==> src/rtl/skid_pkg.sv <==
package skid_pkg;
  typedef enum logic [2:0] {
    ST_IDLE = 3'd0,
    ST_RUN  = 3'd1,
    ST_BLK  = 3'd2,
    ST_UNB  = 3'd3,
    ST_SQ   = 3'd4
  } stage_st_e;

  localparam int unsigned NUM_STALL_SRC = 3;
endpackage

==> src/rtl/skid_compact.sv <==
// Packs kept (valid and not squashed) tokens toward slot 0, order preserved.
module skid_compact #(
  parameter int IN_W = 3,
  parameter int PW   = 8,
  localparam int ICW = $clog2(IN_W + 1)
) (
  input  logic [IN_W-1:0]    vld_i,
  input  logic [IN_W-1:0]    sqd_i,
  input  logic [IN_W*PW-1:0] data_i,
  output logic [IN_W*PW-1:0] data_o,
  output logic [ICW-1:0]     cnt_o
);
  always_comb begin
    int k;
    k = 0;
    data_o = '0;
    for (int i = 0; i < IN_W; i++) begin
      if (vld_i[i] && !sqd_i[i]) begin
        data_o[k*PW +: PW] = data_i[i*PW +: PW];
        k = k + 1;
      end
    end
    cnt_o = ICW'(k);
  end
endmodule

==> src/rtl/skid_stall_flags.sv <==
// Sticky per-source hold flags; clear beats set in the same cycle.
module skid_stall_flags #(
  parameter int NSRC = skid_pkg::NUM_STALL_SRC
) (
  input  logic            clk_i,
  input  logic            rst_ni,
  input  logic [NSRC-1:0] set_i,
  input  logic [NSRC-1:0] clr_i,
  output logic            stalled_o
);
  logic [NSRC-1:0] flag_q, flag_d;

  for (genvar g = 0; g < NSRC; g++) begin : g_src
    assign flag_d[g] = (flag_q[g] | set_i[g]) & ~clr_i[g];
    always_ff @(posedge clk_i or negedge rst_ni) begin
      if (!rst_ni) flag_q[g] <= 1'b0;
      else         flag_q[g] <= flag_d[g];
    end
  end

  assign stalled_o = |flag_d;
endmodule

==> src/rtl/skid_store.sv <==
// Shifting skid buffer: entry 0 is always the oldest.
module skid_store #(
  parameter int DEPTH = 6,
  parameter int IN_W  = 3,
  parameter int OUT_W = 2,
  parameter int PW    = 8,
  localparam int CW   = $clog2(DEPTH + 1),
  localparam int ICW  = $clog2(IN_W + 1),
  localparam int OCW  = $clog2(OUT_W + 1)
) (
  input  logic                clk_i,
  input  logic                rst_ni,
  input  logic                clr_i,
  input  logic [OCW-1:0]      pop_i,
  input  logic [ICW-1:0]      push_i,
  input  logic [IN_W*PW-1:0]  push_data_i,
  output logic [CW-1:0]       cnt_o,
  output logic [OUT_W*PW-1:0] head_o,
  output logic                ovf_o
);
  logic [DEPTH*PW-1:0] mem_q, mem_d;
  logic [CW-1:0]       cnt_q, cnt_d;

  always_comb begin
    int keep, tot;
    keep  = int'(cnt_q) - int'(pop_i);
    tot   = keep + int'(push_i);
    mem_d = mem_q;
    for (int i = 0; i < DEPTH; i++) begin
      if (i + int'(pop_i) < int'(cnt_q)) begin
        mem_d[i*PW +: PW] = mem_q[(i + int'(pop_i))*PW +: PW];
      end else if (i - keep < int'(push_i)) begin
        mem_d[i*PW +: PW] = push_data_i[(i - keep)*PW +: PW];
      end
    end
    ovf_o = (tot > DEPTH);
    cnt_d = ovf_o ? CW'(DEPTH) : CW'(tot);
    if (clr_i) begin
      ovf_o = 1'b0;
      cnt_d = '0;
    end
  end

  always_ff @(posedge clk_i or negedge rst_ni) begin
    if (!rst_ni) begin
      mem_q <= '0;
      cnt_q <= '0;
    end else begin
      mem_q <= mem_d;
      cnt_q <= cnt_d;
    end
  end

  for (genvar k = 0; k < OUT_W; k++) begin : g_head
    if (k < DEPTH) begin : g_in
      assign head_o[k*PW +: PW] = mem_q[k*PW +: PW];
    end else begin : g_out
      assign head_o[k*PW +: PW] = '0;
    end
  end

  assign cnt_o = cnt_q;
endmodule

==> src/rtl/skid_stage.sv <==
module skid_stage
  import skid_pkg::*;
#(
  parameter int IN_W  = 3,
  parameter int OUT_W = 2,
  parameter int PW    = 8,
  parameter int DLY   = 1,
  localparam int DEPTH = (DLY + 1) * IN_W,
  localparam int CW    = $clog2(DEPTH + 1),
  localparam int ICW   = $clog2(IN_W + 1),
  localparam int OCW   = $clog2(OUT_W + 1),
  localparam int NSRC  = NUM_STALL_SRC
) (
  input  logic                clk_i,
  input  logic                rst_ni,
  input  logic [IN_W-1:0]     in_vld_i,
  input  logic [IN_W-1:0]     in_sqd_i,
  input  logic [IN_W*PW-1:0]  in_data_i,
  input  logic [NSRC-1:0]     stall_set_i,
  input  logic [NSRC-1:0]     stall_clr_i,
  input  logic                squash_i,
  input  logic                squash_busy_i,
  output logic [OUT_W-1:0]    out_vld_o,
  output logic [OUT_W*PW-1:0] out_data_o,
  output logic                block_o,
  output logic                unblock_o,
  output logic                overflow_o
);
  stage_st_e st_q, st_d;

  logic [IN_W*PW-1:0]  inc_data;
  logic [ICW-1:0]      inc_n;
  logic                stalled;
  logic [CW-1:0]       sk_cnt;
  logic [OUT_W*PW-1:0] sk_head;
  logic                sk_clr, sk_ovf;
  logic [OCW-1:0]      pop_n;
  logic [ICW-1:0]      push_n;
  logic [IN_W*PW-1:0]  push_data;
  logic [OUT_W-1:0]    vld_d;
  logic [OUT_W*PW-1:0] dat_d;
  logic                blk_d, unblk_d;

  skid_compact #(.IN_W(IN_W), .PW(PW)) u_compact (
    .vld_i  (in_vld_i),
    .sqd_i  (in_sqd_i),
    .data_i (in_data_i),
    .data_o (inc_data),
    .cnt_o  (inc_n)
  );

  skid_stall_flags #(.NSRC(NSRC)) u_flags (
    .clk_i     (clk_i),
    .rst_ni    (rst_ni),
    .set_i     (stall_set_i),
    .clr_i     (stall_clr_i),
    .stalled_o (stalled)
  );

  skid_store #(.DEPTH(DEPTH), .IN_W(IN_W), .OUT_W(OUT_W), .PW(PW)) u_store (
    .clk_i       (clk_i),
    .rst_ni      (rst_ni),
    .clr_i       (sk_clr),
    .pop_i       (pop_n),
    .push_i      (push_n),
    .push_data_i (push_data),
    .cnt_o       (sk_cnt),
    .head_o      (sk_head),
    .ovf_o       (sk_ovf)
  );

  always_comb begin
    stage_st_e st_w;
    int take, spare;
    st_d      = st_q;
    sk_clr    = 1'b0;
    pop_n     = '0;
    push_n    = '0;
    push_data = inc_data;
    vld_d     = '0;
    dat_d     = '0;
    blk_d     = 1'b0;
    unblk_d   = 1'b0;
    take      = 0;
    spare     = 0;
    st_w      = st_q;
    if (squash_i) begin
      sk_clr  = 1'b1;
      unblk_d = (st_q == ST_BLK) || (st_q == ST_UNB);
      st_d    = ST_SQ;
    end else if (squash_busy_i) begin
      st_d = ST_SQ;
    end else if (stalled) begin
      push_n = inc_n;
      blk_d  = (st_q != ST_BLK);
      st_d   = ST_BLK;
    end else begin
      if (st_q == ST_BLK) begin
        if (sk_cnt == '0) begin
          unblk_d = 1'b1;
          st_w    = ST_RUN;
        end else begin
          st_w = ST_UNB;
        end
      end else if (st_q == ST_SQ) begin
        st_w = ST_RUN;
      end
      st_d = st_w;
      if (st_w == ST_UNB) begin
        // drain oldest first, park fresh arrivals behind
        take  = (int'(sk_cnt) < OUT_W) ? int'(sk_cnt) : OUT_W;
        pop_n = OCW'(take);
        for (int k = 0; k < OUT_W; k++) begin
          if (k < take) begin
            vld_d[k]            = 1'b1;
            dat_d[k*PW +: PW]   = sk_head[k*PW +: PW];
          end
        end
        push_n = inc_n;
        if (int'(sk_cnt) - take + int'(inc_n) == 0) begin
          unblk_d = 1'b1;
          st_d    = ST_RUN;
        end
      end else begin
        take = (int'(inc_n) < OUT_W) ? int'(inc_n) : OUT_W;
        for (int k = 0; k < OUT_W; k++) begin
          if (k < take) begin
            vld_d[k]          = 1'b1;
            dat_d[k*PW +: PW] = inc_data[k*PW +: PW];
          end
        end
        spare = int'(inc_n) - take;
        if (spare > 0) begin
          push_n    = ICW'(spare);
          push_data = inc_data >> (OUT_W * PW);
          // a resume raised this cycle is cancelled rather than followed by a block
          if (unblk_d) unblk_d = 1'b0;
          else         blk_d   = 1'b1;
          st_d = ST_BLK;
        end
      end
    end
  end

  always_ff @(posedge clk_i or negedge rst_ni) begin
    if (!rst_ni) begin
      st_q       <= ST_IDLE;
      out_vld_o  <= '0;
      out_data_o <= '0;
      block_o    <= 1'b0;
      unblock_o  <= 1'b0;
      overflow_o <= 1'b0;
    end else begin
      st_q       <= st_d;
      out_vld_o  <= vld_d;
      out_data_o <= dat_d;
      block_o    <= blk_d;
      unblock_o  <= unblk_d;
      overflow_o <= overflow_o | sk_ovf;
    end
  end
endmodule

==> config.mk <==
export PLATFORM = sky130hd
export DESIGN_NAME = skid_stage
export DESIGN_NICKNAME = d
export VERILOG_FILES = /design/src/rtl/skid_pkg.sv /design/src/rtl/skid_compact.sv /design/src/rtl/skid_stall_flags.sv /design/src/rtl/skid_store.sv /design/src/rtl/skid_stage.sv
export SDC_FILE = /design/constraint.sdc
export NUM_CORES = 1
export LEC_CHECK = 0
export BUFFER_PORTS_ARGS = -buffer_cell sky130_fd_sc_hd__buf_2
export CELL_PAD_IN_SITES_DETAIL_PLACEMENT = 0
export CELL_PAD_IN_SITES_GLOBAL_PLACEMENT = 1
export CORE_MARGIN = 4
export CORE_UTILIZATION = 50
export DETAILED_ROUTE_END_ITERATION = 16
export PLACE_DENSITY = 0.85
export SYNTH_ARGS = -nofsm -noshare
export SYNTH_HDL_FRONTEND = slang
export SYNTH_SLANG_ARGS = --single-unit
==> constraint.sdc <==
create_clock -name clk_i -period 12.9 [get_ports clk_i]
set_input_delay 0.645 -clock clk_i [delete_from_list [all_inputs] [get_ports clk_i]]
set_output_delay 0.645 -clock clk_i [all_outputs]
set_load 0.02 [all_outputs]
==> summary.md <==
| Metric | Value |
|---|---|
| Run status | completed |
| Setup_tns | 0 ns |
| Yosys top cell by area | dfrtp_1 |
| Main flop type after synthesis | dfrtp_1 |
| Post-synth ARST share | 1.00 |
| Yosys cell types | 81 |
| Ys Warns | 0 |
| Placer congestion estimate | 1.08 |
| Worst Setup Start Kind | input pin |
| Crit path kind | in2reg |
| EDFF count, synth | 0 |
| Worst min path class | in2async |
| Most common cell in the synthesized netlist | nand2_1 |
| Die Span Y | 124 um |
| Starting Density | 0.508 |
| Antenna violations before repair | 0 |
| DR vias/cell | 6.85 |
| Max-cap violations | 0 |
| Die area | 15,300 sq um |
| Total track usage | 0.301 |
| ANT cells | 0 |
| HPWL after detailed placement | 17,400 um |
| Share of layout cells above drive strength 1 | 0.136 |
| Detailed-route wire length per cell | 23.1 um |
| Syn Area/Cell | 8.79 sq um |
| Register area | 1950 sq um |
| Multi-input combinational cell area | 4460 sq um |
| Commonest cells post-synth | 82 x nand2_1, 78 x dfrtp_1, 72 x ha_1 |
| Slew Limit Headroom | 0.169 |
| Fin. Hold Viols | 0 |
| CP arrival | 5.97 ns |
| Cell Pwr Density | 193 nW/um^2 |
| Clock Tree Buf Depth | 2 |
| Synth top area share | 0.291 |
| Final non-filler cell total | 983 |
| Routed Antenna Nets | 0 |
| Setup violations, final | 0 |
| Critical Path RT | 13.12 ns |
| Number of setup buffers added after CTS | 0 |
| Max-slew violations | 0 |
| First-pass GRT wire length | 35,300 um |
| Die Wd | 124 um |
| Pleak | 3.26 nW |
| Worst Setup End Kind | register |
| CTS H-tree lvls | 3 |
| Io pins | 61 |
| Iter 0 DRT Violations | 1,047 |
| Placed cells | 968 |
| Largest net degree at the start of global routing | 79 |
| CTS tree | built |
| Cell count after synthesis | 762 |
| Residual DRC count | 0 |
| Worst IR Drop VDD | 0.000125 V |
| Final nets | 918 |
| Vias in the first global route | 6,261 |
| RSZ-0062 raised after global routing | no |
| Post-layout min period | 5.76 ns |
| Slew @ Worst Pin | 1.23 ns |
| Fmax | 0.174 GHz |
| IO buf count | 60 |
| Filler cells | 1,211 |
| Register bit total from synthesis | 78 |
| Top cells by area, synth | dfrtp_1 29%, ha_1 13%, nand2_1 4.6% |
| Syn Std Cell Area | 6700 sq um |
| Fin Clk Skew | 0.00893 ns |
| Hold_buf cts | 0 |
| Post-synthesis sequential area ratio | 0.291 |
| Clock sink count | 78 |
| Period utilization | 0.446 |
| Worst skew pair latency | 0.35 ns |
| Site row count | 42 |
| TritonCTS Buffers | 9 |
| Root Driver | clkbuf_16 |
| Routed Wire Length | 22,700 um |
| Initial DRT Pass Iterations | 8 |
| Total congestion overflow | 0 |
| Largest fanout on the critical path | 19 |
| Vias | 6,734 |
| Synth Net Count | 877 |
| Clock transition at path regs | 0.06 ns |
| Core Region | 13,200 sq um |
| Gates resized, CTS repair | 0 |
| Synthesis-to-finish area growth | 10.5% |
through the flow:
| step | hold slack, ns | total power [mW] | setup WS, ns | util | cell area [sq um] |
|---|---|---|---|---|---|
| detailed placement | 0.460 | 1.15 | 6.86 | 0.540 | 7120 |
| finish | 0.462 | 1.43 | 7.14 | 0.561 | 7400 |
| global placement | 0.456 | 1.13 | 7.14 | 0.540 | 7120 |
| floorplan | 0.349 | 0.918 | 7.54 | - | 6700 |
| CTS | 0.477 | 1.41 | 7.23 | 0.561 | 7400 |
| global route | 0.513 | 1.53 | 6.60 | 0.561 | 7400 |
final timing paths:
kind	start	to	slack (ns)	cells after the start
max	squash_i	u_store.mem_q[18]	7.14	15
min	rst_ni	u_flags.flag_q[1]	0.46	1
max reg2reg	st_q[2]	u_store.mem_q[18]	7.18	14
min reg2reg	overflow_o	overflow_o	0.48	1
max in group asynchronous	rst_ni	u_store.mem_q[42]	11.75	1
min in group clk_i	overflow_o	overflow_o	0.48	1
placed cells by master, fill, tap and decap left out, types with 8 or more instances in the layout:
cell type / count
a21oi_1: 39
a221o_1: 21
a22o_1: 16
a22oi_1: 14
a31oi_1: 18
a32oi_1: 17
buf_2: 59
clkbuf_16: 9
dfrtp_1: 78
ha_1: 72
inv_1: 31
nand2_1: 82
nand2b_1: 8
nand3_1: 16
nor2_1: 47
nor2b_1: 12
nor3_1: 19
o21ai_0: 27
o21ai_1: 15
o21bai_1: 10
o221ai_1: 10
o22a_1: 11
o2bb2ai_1: 8
or3_1: 9
registers in the layout, summed over array words and instances, names as in the netlist:
signal	flops
u_flags.flag_q	3
unblock_o	1
st_q	3
u_store.cnt_o	3
block_o	1
u_store.mem_q	48
overflow_o	1
out_vld_o	2
out_data_o	16
where the power goes:
part           leakage, nW  switching, mW  internal [mW]  total [mW]
registers             1.05         0.0742          0.305       0.379
logic                 2.08          0.506          0.288       0.794
clock network        0.133          0.104          0.150       0.254
total                 3.26          0.685          0.742        1.43
per-layer routing:
layer,global-route usage,part of all wire,vias to the layer above
met4,0.115,0.032,0
met1,0.418,0.42,3213
met5,0,0,-
met2,0.441,0.43,449
met3,0.0886,0.12,77
li1,-,-,2995
cell type report:
| class | instances | area share |
|---|---|---|
| Multi-Input combinational cell | 610 | 0.602 |
| Inverter | 38 | 0.0193 |
| Timing Repair Buffer | 66 | 0.0470 |
| Tap cell | 176 | 0.0297 |
| Sequential cell | 78 | 0.264 |
| Clock inverter | 3 | 0.00625 |
| Clock buffer | 12 | 0.0319 |
critical path: stages:
cell and delay (ns):
buf_2 0.15, nor4b_2 0.31, nand4_1 0.36, nor2_2 0.57
ha_1 0.33, fa_1 0.73, inv_1 0.36, ha_1 0.51
inv_1 0.14, ha_1 0.21, nor4_1 0.18, nand4b_1 0.13
a2111oi_1 0.55, nor3_1 0.30, a2111o_1 0.48
cell families after synthesis:
kind of cell / after synthesis / share of synthesized area
AO/OA/AOI/OAI: 273 / 0.311
XOR/XNOR: 7 / 0.00915
multiplexers: 8 / 0.0121
AND/OR/NAND/NOR: 246 / 0.189
adder cells (fa/ha/maj): 75 / 0.143
flip-flops: 78 / 0.291
buffers and inverters: 74 / 0.0433
other: 1 / 0.000560
Note: power is estimated with default switching activity, not from simulation.
